--- config.mk ---
export PLATFORM = sky130hd
export DESIGN_NAME = sr_gate_tracker
export DESIGN_NICKNAME = d
export VERILOG_FILES = /design/src/rtl/sr_trk_pkg.sv /design/src/rtl/sr_trk_decode.sv /design/src/rtl/sr_trk_meas.sv /design/src/rtl/sr_gate_tracker.sv
export SDC_FILE = /design/constraint.sdc
export NUM_CORES = 1
export LEC_CHECK = 0
export ABC_CLOCK_PERIOD_IN_PS = 16950
export BUFFER_PORTS_ARGS = -buffer_cell sky130_fd_sc_hd__buf_4
export CAP_MARGIN = 20
export CORE_MARGIN = 4
export CORE_UTILIZATION = 55
export CTS_BUF_LIST = sky130_fd_sc_hd__clkbuf_16
export CTS_CLUSTER_SIZE = 40
export DETAILED_ROUTE_END_ITERATION = 16
export PLACE_DENSITY_LB_ADDON = 0.12
export SLEW_MARGIN = 10
export SYNTH_ARGS = -nofsm -noshare
export SYNTH_HDL_FRONTEND = slang
export SYNTH_SLANG_ARGS = --single-unit
--- constraint.sdc ---
create_clock -name clk -period 16.95 [get_ports clk]
set_clock_uncertainty 0.1 [all_clocks]
set_input_delay 3.39 -clock clk [delete_from_list [all_inputs] [get_ports clk]]
set_output_delay 3.39 -clock clk [all_outputs]
set_load 0.05 [all_outputs]
--- src/rtl/sr_trk_pkg.sv ---
package sr_trk_pkg;

    typedef enum logic [1:0] {
        ST_IDLE  = 2'd0,
        ST_DELAY = 2'd1,
        ST_ON    = 2'd2,
        ST_OFF   = 2'd3
    } sr_state_e;

    // Nanoseconds to whole clock cycles, rounded up.
    function automatic int unsigned ns_to_clk(input int unsigned ns, input int unsigned khz);
        return (ns * khz + 999_999) / 1_000_000;
    endfunction

endpackage

--- src/rtl/sr_trk_decode.sv ---
module sr_trk_decode
    import sr_trk_pkg::*;
#(
    parameter int unsigned CLK_KHZ = 21600,
    parameter int unsigned CFG_W   = 8
) (
    input  logic [1:0]       dly_sel_i,
    input  logic [1:0]       pwl_sel_i,
    input  logic [1:0]       grd_sel_i,
    input  logic [1:0]       tgt_sel_i,
    output logic [CFG_W-1:0] dly_clk_o,
    output logic [CFG_W-1:0] pwl_clk_o,
    output logic [CFG_W-1:0] grd_clk_o,
    output logic [CFG_W-1:0] tgt_clk_o
);

    logic [CFG_W-1:0] dly_lut [4];
    logic [CFG_W-1:0] pwl_lut [4];
    logic [CFG_W-1:0] grd_lut [4];
    logic [CFG_W-1:0] tgt_lut [4];

    // Each table is linear in its code, so it is computed, not listed.
    for (genvar g = 0; g < 4; g++) begin : g_lut
        assign dly_lut[g] = CFG_W'(ns_to_clk(280  - 50  * g, CLK_KHZ));
        assign pwl_lut[g] = CFG_W'(ns_to_clk(300  + 200 * g, CLK_KHZ));
        assign grd_lut[g] = CFG_W'(ns_to_clk(2300 - 500 * g, CLK_KHZ));
        assign tgt_lut[g] = CFG_W'(ns_to_clk(2500 - 500 * g, CLK_KHZ));
    end

    assign dly_clk_o = dly_lut[dly_sel_i];
    assign pwl_clk_o = pwl_lut[pwl_sel_i];
    assign grd_clk_o = grd_lut[grd_sel_i];
    assign tgt_clk_o = tgt_lut[tgt_sel_i];

endmodule

--- src/rtl/sr_trk_meas.sv ---
module sr_trk_meas #(
    parameter int unsigned CNT_W = 13,
    parameter int unsigned CFG_W = 8
) (
    input  logic             clk,
    input  logic             rst_n,
    input  logic             rise_i,
    input  logic             fall_i,
    input  logic [CFG_W-1:0] pwl_clk_i,
    output logic [CNT_W-1:0] since_rise_o,
    output logic             jump_o
);

    localparam logic [CNT_W-1:0] CNT_MAX = {CNT_W{1'b1}};

    typedef struct packed {
        logic [CNT_W-1:0] since;
        logic [CNT_W-1:0] pw_prev;
        logic [CNT_W-1:0] per_prev;
        logic             seen;
        logic             pw_ok;
        logic             per_ok;
    } meas_t;

    meas_t r_q, r_d;
    logic [CNT_W-1:0] pw_diff;
    logic [CNT_W:0]   per_lim;
    logic             pw_jump, per_jump;

    always_comb begin
        pw_diff  = (r_q.since >= r_q.pw_prev) ? (r_q.since - r_q.pw_prev)
                                              : (r_q.pw_prev - r_q.since);
        per_lim  = {1'b0, r_q.per_prev} + {3'b000, r_q.per_prev[CNT_W-1:2]};
        pw_jump  = fall_i && r_q.pw_ok &&
                   (pw_diff > {{(CNT_W-CFG_W){1'b0}}, pwl_clk_i});
        per_jump = rise_i && r_q.per_ok && ({1'b0, r_q.since} > per_lim);

        r_d = r_q;
        if (r_q.since != CNT_MAX) r_d.since = r_q.since + 1'b1;
        if (rise_i) begin
            r_d.since    = CNT_W'(1);
            r_d.per_prev = r_q.since;
            r_d.per_ok   = r_q.seen;
            r_d.seen     = 1'b1;
        end
        if (fall_i && r_q.seen) begin
            r_d.pw_prev = r_q.since;
            r_d.pw_ok   = 1'b1;
        end
    end

    always_ff @(posedge clk or negedge rst_n) begin
        if (!rst_n) r_q <= '0;
        else        r_q <= r_d;
    end

    assign since_rise_o = r_q.since;
    assign jump_o       = pw_jump | per_jump;

    // a rising flag always restarts the since-rise count.
    a_r8_restart: assert property (@(posedge clk) disable iff (!rst_n)
        rise_i |=> (since_rise_o == CNT_W'(1)));

endmodule

--- src/rtl/sr_gate_tracker.sv ---
module sr_gate_tracker
    import sr_trk_pkg::*;
#(
    parameter int unsigned CLK_KHZ = 21600,
    parameter int unsigned TRK_W   = 10,
    parameter int unsigned TON_MIN = 16,
    parameter int unsigned CNT_W   = 13,
    parameter int unsigned MINP_W  = 12,
    parameter int unsigned CFG_W   = 8
) (
    input  logic              clk,
    input  logic              rst_n,
    input  logic              vtr_rise_i,
    input  logic              vtr_fall_i,
    input  logic              dt_evt_i,
    input  logic              uv_i,
    input  logic              sr_dis_i,
    input  logic [1:0]        dly_sel_i,
    input  logic [1:0]        pwl_sel_i,
    input  logic [1:0]        grd_sel_i,
    input  logic [1:0]        tgt_sel_i,
    input  logic [MINP_W-1:0] min_period_i,
    output logic              gate_o
);

    localparam logic [TRK_W-1:0] TRK_FLOOR = TRK_W'(TON_MIN);
    localparam logic [TRK_W-1:0] TRK_MAX   = {TRK_W{1'b1}};
    localparam logic [CNT_W-1:0] CNT_MAX   = {CNT_W{1'b1}};
    localparam int unsigned      TPAD      = TRK_W - CFG_W;
    localparam int unsigned      CPAD      = CNT_W - CFG_W;
    localparam int unsigned      MPAD      = CNT_W - MINP_W;

    typedef struct packed {
        sr_state_e        state;
        logic [TRK_W-1:0] cnt;
        logic [TRK_W-1:0] ton_tgt;
        logic             freeze;
        logic [TRK_W-1:0] prev_on;
        logic [TRK_W-1:0] track;
        logic [1:0]       skip;
        logic [CNT_W-1:0] dead;
    } trk_t;

    localparam trk_t RST_VAL = '{
        state:   ST_IDLE,
        cnt:     '0,
        ton_tgt: '0,
        freeze:  1'b0,
        prev_on: TRK_MAX,
        track:   TRK_FLOOR,
        skip:    2'd0,
        dead:    '0
    };

    logic [CFG_W-1:0] dly_clk, pwl_clk, grd_clk, tgt_clk;
    logic [CNT_W-1:0] since_rise;
    logic             trk_jump;

    sr_trk_decode #(.CLK_KHZ(CLK_KHZ), .CFG_W(CFG_W)) u_dec (
        .dly_sel_i (dly_sel_i),
        .pwl_sel_i (pwl_sel_i),
        .grd_sel_i (grd_sel_i),
        .tgt_sel_i (tgt_sel_i),
        .dly_clk_o (dly_clk),
        .pwl_clk_o (pwl_clk),
        .grd_clk_o (grd_clk),
        .tgt_clk_o (tgt_clk)
    );

    sr_trk_meas #(.CNT_W(CNT_W), .CFG_W(CFG_W)) u_meas (
        .clk          (clk),
        .rst_n        (rst_n),
        .rise_i       (vtr_rise_i),
        .fall_i       (vtr_fall_i),
        .pwl_clk_i    (pwl_clk),
        .since_rise_o (since_rise),
        .jump_o       (trk_jump)
    );

    trk_t             r_q, r_d;
    logic             blocked, per_hit;
    logic [TRK_W:0]   ratio_lim;
    logic [TRK_W-1:0] eff_trk;
    logic [CNT_W-1:0] minp_ext, grd_ext, tgt_ext;

    always_comb begin
        blocked   = uv_i | sr_dis_i;
        minp_ext  = {{MPAD{1'b0}}, min_period_i};
        grd_ext   = {{CPAD{1'b0}}, grd_clk};
        tgt_ext   = {{CPAD{1'b0}}, tgt_clk};
        per_hit   = (since_rise >= minp_ext);
        ratio_lim = {1'b0, r_q.prev_on} + {5'b00000, r_q.prev_on[TRK_W-1:4]};
        eff_trk   = trk_jump ? TRK_FLOOR : r_q.track;

        r_d = r_q;
        if (trk_jump) r_d.track = TRK_FLOOR;

        unique case (r_q.state)
            ST_IDLE: begin
                if (vtr_fall_i && !blocked) begin
                    if (r_q.skip != 2'd0) begin
                        r_d.skip = r_q.skip - 2'd1;
                    end else begin
                        r_d.state = ST_DELAY;
                        r_d.cnt   = TRK_W'(1);
                    end
                end
            end
            ST_DELAY: begin
                if (blocked) begin
                    r_d.state = ST_IDLE;
                end else if (r_q.cnt >= {{TPAD{1'b0}}, dly_clk}) begin
                    if (per_hit) begin
                        r_d.state = ST_IDLE;
                    end else begin
                        r_d.state = ST_ON;
                        r_d.cnt   = TRK_W'(1);
                        if ({1'b0, eff_trk} > ratio_lim) begin
                            r_d.ton_tgt = ratio_lim[TRK_W-1:0];
                            r_d.freeze  = 1'b1;
                        end else begin
                            r_d.ton_tgt = eff_trk;
                            r_d.freeze  = 1'b0;
                        end
                    end
                end else begin
                    r_d.cnt = r_q.cnt + 1'b1;
                end
            end
            ST_ON: begin
                if (blocked) begin
                    r_d.state = ST_IDLE;
                end else if (r_q.cnt >= r_q.ton_tgt || per_hit) begin
                    r_d.state   = ST_OFF;
                    r_d.prev_on = r_q.cnt;
                    r_d.dead    = CNT_W'(1);
                end else begin
                    r_d.cnt = r_q.cnt + 1'b1;
                end
            end
            ST_OFF: begin
                if (dt_evt_i) begin
                    r_d.state = ST_IDLE;
                    if (r_q.dead < grd_ext) begin
                        r_d.skip  = 2'd2;
                        r_d.track = TRK_FLOOR;
                    end else if (!r_q.freeze) begin
                        if (r_q.dead > tgt_ext && eff_trk != TRK_MAX)
                            r_d.track = eff_trk + 1'b1;
                        else if (r_q.dead < tgt_ext && eff_trk > TRK_FLOOR)
                            r_d.track = eff_trk - 1'b1;
                    end
                end else if (vtr_rise_i || vtr_fall_i) begin
                    r_d.state = ST_IDLE;
                end else if (r_q.dead != CNT_MAX) begin
                    r_d.dead = r_q.dead + 1'b1;
                end
            end
            default: r_d.state = ST_IDLE;
        endcase
    end

    always_ff @(posedge clk or negedge rst_n) begin
        if (!rst_n) r_q <= RST_VAL;
        else        r_q <= r_d;
    end

    assign gate_o = (r_q.state == ST_ON);

    // a blocking input clears the gate by the next edge.
    a_r9_block: assert property (@(posedge clk) disable iff (!rst_n)
        (uv_i || sr_dis_i) |=> !gate_o);

    // the gate only starts out of the delay phase.
    a_r2_from_delay: assert property (@(posedge clk) disable iff (!rst_n)
        $rose(gate_o) |-> $past(r_q.state == ST_DELAY));

    // a high gate never outlives the minimum-period window.
    a_r6_min_period: assert property (@(posedge clk) disable iff (!rst_n)
        gate_o |-> (since_rise <= minp_ext));

    // no gate while blanking cycles remain.
    a_r7_blank: assert property (@(posedge clk) disable iff (!rst_n)
        gate_o |-> (r_q.skip == 2'd0));

    // the tracked value never drops below its floor.
    a_r3_floor: assert property (@(posedge clk) disable iff (!rst_n)
        r_q.track >= TRK_FLOOR);

endmodule

==> results.ini <==
[floorplan]
die_x_um=135
start_util=0.560
die_h_um=135
die_area_sq_um=18200
rows=46
core_sq_um=15800
num_io_pins=28

[final_layout]
insertedDiodeCount=0
seq_area_sq_um=2520
fin_area_sq_um=9530
multi_input_area_sq_um=5810
drive_gt1_frac=0.109
area_delta_synth_final_pct=7.53
nets=1211
nFillCells=1456

[global_route]
antenna_found_initial=0
grt_pass1_vias=7198
grt_busiest_layer=met2
grt_pass1_wl_um=34800
grt_max_degree=75
use_met1=0.299
grt.overflow.total=0
grt_usage=0.235
use_met3=0.0343
met2_usage=0.411

[pwr]
p_per_area_nw_per_um2=80.3
p_switching_mw=0.283
sequentialPowerShare=0.369
p_leak_nw=4.50
p_int_mw=0.482
pwr-share-clk=0.265
power_frac_comb=0.366
switching_share=0.370
peakVddDrop_mv=0.0574

[placement]
place_ws_ns=8.29
portBuffers=27
dpl_cell_area_sq_um=9240
dpl.hpwl_um=16200
place.gp.congestion=0.949

[logic_synthesis]
ys.flop_type=dfrtp_1
seq_area_frac_synth=0.284
yosys_warnings=0
netlist_area_sq_um=8860
syn-instance-count=1042
avgSynthCellArea_sq_um=8.50
synth_top_area_cell=dfrtp_1
async_flop_share=1.00
synth_top_area_frac=0.251
synth_edf_count=0
syn_nets=1198
synth_area_leaders=dfrtp_1, ha_1, inv_1
synth_cell_type_count=76
ys_ff_latch=100

[clock_tree]
cts_tree=done
post_cts_buffers=0
path_clk_slew_ns=0.07
htree_levels=3
clk_latency_ns=0.36
hold_buffers=0
cts_buffers=9
cts_num_sinks=100
cts_buffer_depth=2
cts_resized=0
root_buffer=clkbuf_16

[detailed_routing]
drtIter0Drc=518
ant_nets=0
num_vias=7520
drc_errors=0
first_pass_iters=5
via_per_inst=5.89
wire_per_inst_um=16.4
finalWirelength_um=20900

[sta]
whs_ns=0.384
slew_headroom=0.356
post-route-period-util=0.493
fin_crit_ns=8.35
tns_ns=0
slew_viol_final=0
final-hold-violation-count=0
setup_ws_ns=8.60
rsz0062_at_grt=no
setup_viol=0
max_freq_mhz=120
worst_pin_slew_ns=0.963

[critical_path]
crit_type=in -> reg
cpPeakStageDelay_ns=0.67
cp-end-kind=flop
slowest_stage=nor2_1
crit_fanout=13
worst_setup_path_start_kind=input port
path_depth=26
worst_path_most_repeated_cell=o21a_1
cp_top_family=compound AO/OA/AOI/OAI gates
worstPathArrival_ns=8.52
path_buf_inv=4
reg2reg_slack_ns=9.11
worstPathRequired_ns=17.12
reg2regPathDepth=31

[job]
cap_violations=0

[worst_hold_path]
worst_hold_path_type=reg -> reg
worst_hold_path.num_cells=2

[status]
status=completed

-- synth_stat cells, drive strengths merged (10+ instances only) --
master and instances:
o21a 13, xnor2 28, nand2 88, inv 107
ha 125, nand2b 20, a21oi 68, dfstp 11
o21ai 79, nor2 67, xor2 14, mux2 34
nand3 35, dfrtp 89, or2 11, clkbuf 24
and3 19, nor2b 13, or3 10, a21o 19
nor3 19, nor4 13, nand4 16
-- through the flow --
stage                      util  power, mW  cells
final                     0.602      0.765   1276
after global routing      0.602      0.819   1276
after CTS                 0.602      0.772   1276
after detailed placement  0.584      0.565   1260
after global placement    0.583      0.559   1259
after floorplan               -      0.488   1042
-- final cells by class --
type / instances / area share
well taps: 216 / 0.0284
multi-input cells: 805 / 0.610
repair buffers: 32 / 0.0250
clock inverters: 7 / 0.00683
flip-flops and latches: 100 / 0.264
clock buffers: 9 / 0.0236
inverters: 107 / 0.0422
-- per-layer routing --
layer / part of all wire / up-vias
met4: 0.024 / 0
met2: 0.49 / 179
li1: - / 3740
met3: 0.042 / 39
met1: 0.44 / 3562
met5: 0 / -
-- path summary, 6_finish.rpt --
path | start | to
min in group asynchronous | rst_n | u_meas.r_q[8]
max in group asynchronous | rst_n | r_q[42]
min | r_q[13] | r_q[13]
max reg2reg | u_meas.since_rise_o[6] | r_q[45]
max | pwl_sel_i[1] | r_q[45]
min reg2reg | r_q[13] | r_q[13]
-- power by group through the flow --
stage,sequential [mW],combinational [mW],clock (mW)
3_3_place_gp,0.286,0.273,0
6_report,0.283,0.280,0.203
3_5_place_dp,0.287,0.279,0
4_1_cts,0.282,0.281,0.209
2_1_floorplan,0.278,0.210,0
5_1_grt,0.286,0.318,0.215
-- registers in the layout, summed over array words and instances, names as in the netlist --
signal and cells:
r_q 58, u_meas.r_q 29, u_meas.since_rise_o 13
-- tightest hold or removal path: stages (launching register included) --
cell,delay [ns]
dfrtp_1,0.35
nand2_1,0.05
o21ai_0,0.06
-- placed cells by master, fill, tap and decap left out, types with 6 or more instances in the layout --
master,count
clkbuf_16,9
a211oi_1,9
o21a_1,13
nand4_1,16
nand2b_1,20
or3_1,10
dfrtp_1,89
inv_1,108
o21ai_0,77
o31ai_1,9
a31oi_1,6
nand2_1,88
a21o_1,19
nor4_1,13
or2_2,11
buf_4,31
nor3_1,17
and3_1,19
mux2_2,34
xor2_1,14
and2_1,7
or4_1,6
nor2b_1,13
nor2_1,66
nand3_1,35
ha_1,125
dfstp_2,11
a21oi_1,67
xnor2_1,28
-- kinds of logic after synthesis --
kind of cell | after synthesis | synth area share
muxes | 39 | 0.0489
adders and majority gates | 129 | 0.186
xor gates and xnor gates | 42 | 0.0415
AOI/OAI and AO/OA | 257 | 0.186
DFF | 100 | 0.284
buffers and inverters | 137 | 0.0602
and+or+nand+nor | 338 | 0.194
Note: power is estimated with default switching activity, not from simulation.
